File: src/rtl/f2i_pkg.sv
package f2i_pkg;

    localparam int FLT_W   = 32;
    localparam int FRAC_W  = 23;
    localparam int EXP_W   = 8;
    localparam int SIG_W   = FRAC_W + 1;
    localparam int BIAS    = 127;
    localparam int INT_W   = 32;

    // exponent at which the significand LSB has weight 1
    localparam int INT_BIAS = BIAS + FRAC_W;
    // exponent at which magnitude reaches 2^(INT_W-1)
    localparam int OVF_EXP  = BIAS + INT_W - 1;

    localparam logic [INT_W-1:0] INDEF = {1'b1, {(INT_W-1){1'b0}}};

    // status word bit positions
    localparam int STS_INV   = 0;
    localparam int STS_PREC  = 1;
    localparam int STS_RC_LO = 2;
    localparam int STS_FZ    = 4;
    localparam int STS_DAZ   = 5;

    typedef enum logic [1:0] {
        RND_NEAREST = 2'd0,
        RND_DOWN    = 2'd1,
        RND_UP      = 2'd2,
        RND_ZERO    = 2'd3
    } rnd_e;

    typedef struct packed {
        logic              sign;
        logic              special;
        logic              zero;
        logic              big;
        logic [SIG_W-1:0]  sig;
        logic [EXP_W-1:0]  expn;
    } lane_cls_t;

    typedef struct packed {
        logic [INT_W-1:0] val;
        logic             inv;
        logic             prec;
    } lane_out_t;

endpackage

File: src/rtl/f2i_classify.sv
module f2i_classify
    import f2i_pkg::*;
(
    input  logic [FLT_W-1:0] bits_in,
    input  logic             daz,
    output lane_cls_t        cls
);

    logic [EXP_W-1:0]  exp_raw;
    logic [FRAC_W-1:0] frac;

    always_comb begin
        exp_raw     = bits_in[FLT_W-2 -: EXP_W];
        frac        = bits_in[FRAC_W-1:0];
        cls.sign    = bits_in[FLT_W-1];
        cls.special = &exp_raw;
        cls.zero    = (exp_raw == '0) && ((frac == '0) || daz);
        cls.sig     = {|exp_raw, frac};
        cls.expn    = (exp_raw == '0) ? EXP_W'(1) : exp_raw;
        cls.big     = !cls.special && (cls.expn >= EXP_W'(OVF_EXP));
    end

endmodule

File: src/rtl/f2i_round.sv
module f2i_round
    import f2i_pkg::*;
(
    input  lane_cls_t cls,
    input  rnd_e      rmode,
    input  logic      trunc,
    output lane_out_t lane_o
);

    localparam int EXT_W   = SIG_W + FRAC_W + 3;
    localparam int SHR_MAX = FRAC_W + 2;
    localparam int LSH_W   = 3;

    logic [LSH_W-1:0] lsh;
    logic [EXP_W-1:0] rsh;
    logic [EXT_W-1:0] wide;
    logic [INT_W-1:0] mag;
    logic [INT_W-1:0] mag_r;
    logic             guard;
    logic             sticky;
    logic             inexact;
    logic             bump;

    always_comb begin
        lsh = LSH_W'(cls.expn - EXP_W'(INT_BIAS));
        rsh = EXP_W'(INT_BIAS) - cls.expn;
        if (rsh > EXP_W'(SHR_MAX)) begin
            rsh = EXP_W'(SHR_MAX);
        end
        wide   = {cls.sig, {(EXT_W-SIG_W){1'b0}}} >> rsh;
        mag    = '0;
        guard  = 1'b0;
        sticky = 1'b0;
        if (cls.expn >= EXP_W'(INT_BIAS)) begin
            mag = INT_W'(cls.sig) << lsh;
        end else begin
            mag    = INT_W'(wide[EXT_W-1 -: SIG_W]);
            guard  = wide[EXT_W-SIG_W-1];
            sticky = |wide[EXT_W-SIG_W-2:0];
        end
        inexact = guard | sticky;

        unique case (rmode)
            RND_NEAREST: bump = guard & (sticky | mag[0]);
            RND_DOWN:    bump = cls.sign & inexact;
            RND_UP:      bump = ~cls.sign & inexact;
            default:     bump = 1'b0;
        endcase
        if (trunc) begin
            bump = 1'b0;
        end
        mag_r = mag + INT_W'(bump);

        lane_o.val  = cls.sign ? (~mag_r + INT_W'(1)) : mag_r;
        lane_o.inv  = 1'b0;
        lane_o.prec = inexact;
        if (cls.special) begin
            lane_o.val  = INDEF;
            lane_o.inv  = 1'b1;
            lane_o.prec = 1'b0;
        end else if (cls.zero) begin
            lane_o.val  = '0;
            lane_o.prec = 1'b0;
        end else if (cls.big) begin
            lane_o.val  = INDEF;
            lane_o.prec = 1'b0;
            lane_o.inv  = !(cls.sign && (cls.expn == EXP_W'(OVF_EXP)) &&
                            (cls.sig == {1'b1, {FRAC_W{1'b0}}}));
        end
    end

endmodule

File: src/rtl/f2i_pack_cvt.sv
module f2i_pack_cvt
    import f2i_pkg::*;
#(
    parameter int LANES = 2,
    parameter int STS_W = 16
) (
    input  logic                   clk,
    input  logic                   rst_n,
    input  logic                   start,
    input  logic                   trunc_mode,
    input  logic [LANES*FLT_W-1:0] src,
    input  logic [STS_W-1:0]       stat_in,
    output logic                   done,
    output logic [LANES*FLT_W-1:0] result,
    output logic [STS_W-1:0]       stat_out
);

    localparam int RES_W = LANES * FLT_W;

    typedef struct packed {
        logic             done;
        logic [RES_W-1:0] res;
        logic [STS_W-1:0] sts;
    } state_t;

    state_t     st_d;
    state_t     st_q;
    rnd_e       rmode;
    logic       daz;
    lane_out_t  lane_out [LANES];
    logic [RES_W-1:0] lane_vals;
    logic [STS_W-1:0] flag_vec;

    assign rmode = rnd_e'(stat_in[STS_RC_LO +: 2]);
    assign daz   = stat_in[STS_DAZ];

    for (genvar g = 0; g < LANES; g++) begin : g_lane
        lane_cls_t cls;

        f2i_classify u_cls (
            .bits_in (src[g*FLT_W +: FLT_W]),
            .daz     (daz),
            .cls     (cls)
        );

        f2i_round u_rnd (
            .cls    (cls),
            .rmode  (rmode),
            .trunc  (trunc_mode),
            .lane_o (lane_out[g])
        );

        assign lane_vals[g*FLT_W +: FLT_W] = lane_out[g].val;
    end

    always_comb begin
        flag_vec = '0;
        for (int i = 0; i < LANES; i++) begin
            flag_vec[STS_INV]  = flag_vec[STS_INV]  | lane_out[i].inv;
            flag_vec[STS_PREC] = flag_vec[STS_PREC] | lane_out[i].prec;
        end
    end

    always_comb begin
        st_d      = st_q;
        st_d.done = start;
        if (start) begin
            st_d.res = lane_vals;
            st_d.sts = stat_in | flag_vec;
        end
    end

    always_ff @(posedge clk or negedge rst_n) begin
        if (!rst_n) begin
            st_q <= '0;
        end else begin
            st_q <= st_d;
        end
    end

    assign done     = st_q.done;
    assign result   = st_q.res;
    assign stat_out = st_q.sts;

endmodule

File: config.mk
export PLATFORM = sky130hd
export DESIGN_NAME = f2i_pack_cvt
export DESIGN_NICKNAME = d
export VERILOG_FILES = /design/src/rtl/f2i_pkg.sv /design/src/rtl/f2i_classify.sv /design/src/rtl/f2i_round.sv /design/src/rtl/f2i_pack_cvt.sv
export SDC_FILE = /design/constraint.sdc
export NUM_CORES = 1
export LEC_CHECK = 0
export ABC_AREA = 1
export BUFFER_PORTS_ARGS = -buffer_cell sky130_fd_sc_hd__buf_2
export CORE_ASPECT_RATIO = 0.9
export CORE_MARGIN = 4
export CORE_UTILIZATION = 39
export CTS_BUF_LIST = sky130_fd_sc_hd__clkbuf_4
export DETAILED_ROUTE_END_ITERATION = 16
export PLACE_DENSITY = 0.66
export SLEW_MARGIN = 0
export SYNTH_ARGS = -nofsm -noshare
export SYNTH_HDL_FRONTEND = slang
export SYNTH_SLANG_ARGS = --single-unit
File: constraint.sdc
create_clock -name clk -period 1.2 [get_ports clk]
set_input_delay 0.3 -clock clk [delete_from_list [all_inputs] [get_ports clk]]
set_output_delay 0.3 -clock clk [all_outputs]
set_load 0.01 [all_outputs]
==> metrics.txt, run 1 <==
status complete, but fails checks; failing checks negative setup slack; Die W 199 um; post-layout util 71.4%; post-route ant nets 0; worst hold path type input port to flop; CTS sink count 81; vias per inst 5.63; f_max 191 MHz; Core Region 32100 um2; Worst IR Drop VDD 0.000467 V; post-detail-place hpwl 47700 um; post-synthesis compound-gate area fraction 11.7%; gr ovfl total 0; Yosys reg bits 81; adder-cell area share of the yosys netlist 1.47%; H-tree depth 3; Post-Syn Area 12800 um2; max_cap viols 0; Slew Viols, Final 0; Synth Area per Inst 5.32 um2; critical path class input port to flop; count leader, synth nand2_1; RSZ-0062 raised after global routing yes; cells after synthesis 2405; Synth Warn # 0; asr flop ratio synth 100%; Sw Ratio 46.7%; Final Hold Fails 0; critical path's most frequent cell nand2_4; PD cells 715 nW/um2; dominant cell type by area after synthesis nand2_1; vias in the first global route 18800; ratio of cells with drive above 1 in the final layout 46.1%; Comb pwr share 70.1%; clock transition at the registers of the reported paths 0.14 ns; worst path bufs/invs 11; Power Internal 8.74 mW; DRC violations left 0; routability cong. 1.03; clock tree buffer depth 2; Worst slew margin 56.7%; Final Skew 0 ns; total CTS buffers 9; crit path launch src[57]; Clk pwr share 9.5%; Pre-Repair DR Iteration Count 7; combinational family with the most area after synthesis simple AND/OR/NAND/NOR gates; Slowest-stage cell, CP nor4_4; I/O Buffers 164; initial antenna violation count 3; pre-CTS setup slack -4.84 ns; number of synthesized flops with an enable pin 0; Period minus WS final 5.23 ns; routed len/inst 18.5 um; Final nets 3292; P_sw 7.67 mW; Root Driver clkbuf_4; Worst Slack Setup Final -4.03 ns; Leak 11.5 nW; Synth Area in Simple Gates 56.3%; Initial Utilization 39.9%; die area 35800 um2; # setup viols final 147; fin crit share 435%; first-pass GRT wire length 98000 um; crit-path max FO 6; Distinct cells, synth 53; Top delay family on crit path simple AND/OR/NAND/NOR gates; Die H 180 um; hold wc startpoint stat_in[7]; Post-Place Cell Area 18600 um2; syn_nets 2504; xor and xnor area share after synthesis 2.83%; overall routed net length 67000 um; gr usage total 33.4%; Area growth, synth to finish 79.1%; Req. time, crit path 1.57 ns; pin count of the biggest net entering global routing 69; multiplexer share of the synthesized area 0.703%; number of cell rows 62; initial DRC count 2366; Critical Path Sink Type flop; R2R Path Start result[37]; CTS tree done; CP Launch Type input port; via count 20300; clk_lat worst skew 0.46 ns; post-route cell area 22900 um2; top cells by area, synth nand2_1 25%, nand3_1 17%, dfrtp_1 16%; WP data arrival 5.59 ns; Commonest cells post-synth 849 x nand2_1, 439 x nand3_1, 210 x inv_1; I/O pins 165; top-area cell type share of the netlist area 24.9%; worst-margin pin slew 0.650 ns; Slowest Stage Delay on Critical Path 0.33 ns; sequential power share 20.5%; Primary FF master, synth dfrtp_1; sequential-to-total area share from yosys stat 15.8%
flip-flops by register name, indices dropped and copies added, names as in the netlist:
name	cells
stat_out	16
done	1
result	64
path summary, 6_finish.rpt:
kind,end,slack (ns),depth (start not counted)
worst max-delay path,result[63],-4.03,46
worst min-delay path,stat_out[7],0.03,3
worst max register to register,result[37],0.34,2
worst min register to register,stat_out[9],0.49,2
max in group asynchronous,stat_out[8],0.44,3
min in group asynchronous,result[4],0.25,2
cells by family after synthesis:
kind of cell,count (synthesis)
xor gates and xnor gates,38
DFF,81
AOI/OAI and AO/OA,267
muxes,9
buffers and inverters,349
and+or+nand+nor,1646
adders and majority gates,15
layer usage:
metal  up-vias  wire length (um)  global-route usage (%)
li1       9449                 -                       -
met1      9394             26000                    43.3
met2      1180             31600                    56.1
met3       315              5370                    4.42
met4         2              4040                    13.4
met5         -                 9                       0
repair_timing:
action | CTS | global route
buffers inserted | 68 | 69
gates cloned | 4 | 4
pin swaps | 139 | 189
hold endpoints to repair | 34 | 2
setup endpoints to repair | 147 | 147
hold buffers | 1 | 2
resized for setup | 336 | 384
worst register-to-register path, cell delays in order, from the launching register on:
cell and delay [ns]:
dfrtp_1 0.43, buf_4 0.14, a22o_1 0.21
through the flow:
step	setup TNS (ns)	cells	power (mW)	hold slack, ns
floorplan	-226.51	2405	7.63	0.00441
global placement	-279.39	3462	11.8	0.220
detailed placement	-285.26	3462	11.9	0.223
CTS	-238.98	3550	14.5	0.00323
global route	-264.20	3616	17.3	0.00323
finish	-248.02	3616	16.4	0.0275
placed cells by master, fill, tap and decap left out, types with 24 or more instances in the layout:
| master | Yosys | routed |
|---|---|---|
| nand3_2 | 6 | 146 |
| nor2_4 | 8 | 54 |
| nand3_4 | 1 | 32 |
| nand2_4 | 2 | 41 |
| buf_4 | 7 | 643 |
| nand3_1 | 439 | 268 |
| inv_2 | 21 | 27 |
| nor2_2 | 28 | 45 |
| o21ai_0 | 149 | 112 |
| buf_12 | 0 | 24 |
| nor2_1 | 198 | 135 |
| nand2_2 | 17 | 99 |
| buf_6 | 6 | 89 |
| nand2_1 | 849 | 726 |
| inv_1 | 210 | 182 |
| dfrtp_1 | 81 | 80 |
| nand4_1 | 55 | 55 |
| o21ai_1 | 20 | 38 |
| buf_2 | 32 | 113 |
power groups by stage:
| stage | clock (mW) | sequential, mW | combinational [mW] |
|---|---|---|---|
| 6_report | 1.55 | 3.36 | 11.5 |
| 5_1_grt | 1.69 | 3.39 | 12.2 |
| 4_1_cts | 1.52 | 3.32 | 9.61 |
| 3_5_place_dp | 0 | 3.36 | 8.53 |
| 3_3_place_gp | 0 | 3.34 | 8.42 |
| 2_1_floorplan | 0 | 3.50 | 4.14 |
area by class of cell:
type                    count  area [um2]
clock inverters             7        47.5
repair inverters            1        6.26
fillers                  2640        9180
clock buffers               9        67.6
inverters                 236         976
well taps                 416         520
flip-flops and latches     81        2030
repair buffers            889        7240
diodes                      2        5.00
multi-input cells        1975       12000
No activity file was read; power rests on OpenSTA's default activity.
==> run 2, diff against run 1 <==
Settings changed: PLACE_DENSITY 0.66 to not set.
==> metrics.txt, run 2 (synthesis gave the netlist of run 1 again) <==
PD cells 711 nW/um2; Pre-Repair DR Iteration Count 6; Area growth, synth to finish 83.3%; post-detail-place hpwl 46600 um; most frequent cells in the layout 722 x nand2_1, 661 x buf_4, 258 x nand3_1; clock tree buffer depth 2; vias per inst 5.51; max_cap viols 0; Slowest Stage Delay on Critical Path 0.37 ns; H-tree depth 3; I/O pins 165; WP data arrival 5.65 ns; worst-margin pin slew 0.782 ns; Die H 180 um; Die W 199 um; routed len/inst 17.9 um; f_max 189 MHz; Period minus WS final 5.28 ns; Storage cell area 2030 um2; Final nets 3339; initial antenna violation count 5; gr ovfl total 0; post-route ant nets 0; Core Region 32100 um2; Critical Path Sink Type flop; Slew Viols, Final 0; RSZ-0062 raised after global routing yes; status complete, but fails checks; Worst IR Drop VDD 0.000426 V; Slowest-stage cell, CP a21oi_1; Root Driver clkbuf_4; routability cong. 0.998; Hold Slack 0.0343 ns; max reg flops 64; CTS sink count 81; die area 35800 um2; fin crit share 440%; Initial Utilization 39.9%; total CTS buffers 9; pin count of the biggest net entering global routing 42; failing checks negative setup slack; CP Launch Type input port; gr usage total 32.0%; critical path class input port to flop; critical path's most frequent cell nand3_2; Worst Slack Setup Final -4.08 ns; most common cell after layout, fill and taps aside nand2_1; vias in the first global route 18100; Worst slew margin 47.3%; Final Skew 0 ns; Leak 11.8 nW; Post-Place Cell Area 18900 um2; clock transition at the registers of the reported paths 0.15 ns; via count 20200; DRC violations left 0; Final Hold Fails 0; filler cell count 2585; clk_lat worst skew 0.48 ns; post-route cell area 23500 um2; CTS tree done; # setup viols final 147; Req. time, crit path 1.57 ns; number of cell rows 62; first-pass GRT wire length 94300 um; overall routed net length 65500 um; initial DRC count 2004; worst hold path type input port to flop; ratio of cells with drive above 1 in the final layout 46.9%; I/O Buffers 164; crit-path max FO 6; post-layout util 73.1%; multi-input logic area 12000 um2
==> run 2: changes by cell type in the layout (fill, tap and decap cells not counted), sizes merged, moves of 2 or more <==
cell	change
inv	+2
dlygate4sd3	+7
diode	+2
clkinv	-4
buf	+36
clkbuf	+4
bufinv	+2
==> run 2: metal layers <==
| metal | track usage (%) | up-vias | share of wire (%) |
|---|---|---|---|
| met5 | 0 | - | 0.020 |
| met4 | 9.05 | 2 | 3.9 |
| met3 | 4.90 | 217 | 8.4 |
| met2 | 50.9 | 1028 | 46 |
| met1 | 45.1 | 9406 | 42 |
| li1 | - | 9542 | - |
==> run 2: path summary, 6_finish.rpt <==
path	from	endpoint	slack (ns)	depth (start not counted)
min in group asynchronous	rst_n	done	0.25	2
hold / removal	stat_in[14]	stat_out[14]	0.03	3
setup reg to reg	result[2]	result[2]	0.33	2
setup / recovery	src[27]	result[27]	-4.08	44
max in group asynchronous	rst_n	result[56]	0.48	3
hold reg to reg	result[22]	result[22]	0.48	2
==> run 2: timing repair <==
item	CTS	global route
setup buffers	71	74
setup endpoints to repair	147	147
pin swaps	133	206
gates resized for setup	301	410
gates cloned	8	7
hold buffers	10	0
endpoints found under the hold margin	82	0
==> run 2: worst max-delay path: cells and delay by family <==
family / cells / cell delay [ns]
AND/OR/NAND/NOR: 26 / 2.71
adder cells (fa/ha/maj): 3 / 0.44
buffers and inverters: 8 / 0.86
AO/OA/AOI/OAI: 7 / 1.30
==> run 2: cell type report <==
class / instances / area share (%)
well taps: 416 / 2.22
inverters: 236 / 4.11
multi-input cells: 1975 / 51.3
diodes: 4 / 0.0426
clock inverters: 7 / 0.458
clock buffers: 9 / 0.288
repair buffers: 937 / 32.9
flip-flops and latches: 81 / 8.64
==> run 2: metrics by stage <==
stage	worst slack (ns)	setup TNS [ns]	std cells	total power [mW]
final	-4.08	-251.40	3665	16.7
after global routing	-4.29	-271.69	3663	17.7
after CTS	-3.72	-239.86	3607	15.0
after detailed placement	-4.62	-280.05	3504	11.9
after global placement	-4.49	-272.79	3504	11.8
after floorplan	-3.77	-226.51	2405	7.63
==> run 2: power by group <==
group	internal (mW)	switching, mW	total [mW]
logic	5.23	6.17	11.4
registers	3.09	0.219	3.30
clock network	0.886	1.11	1.99
total	9.20	7.49	16.7
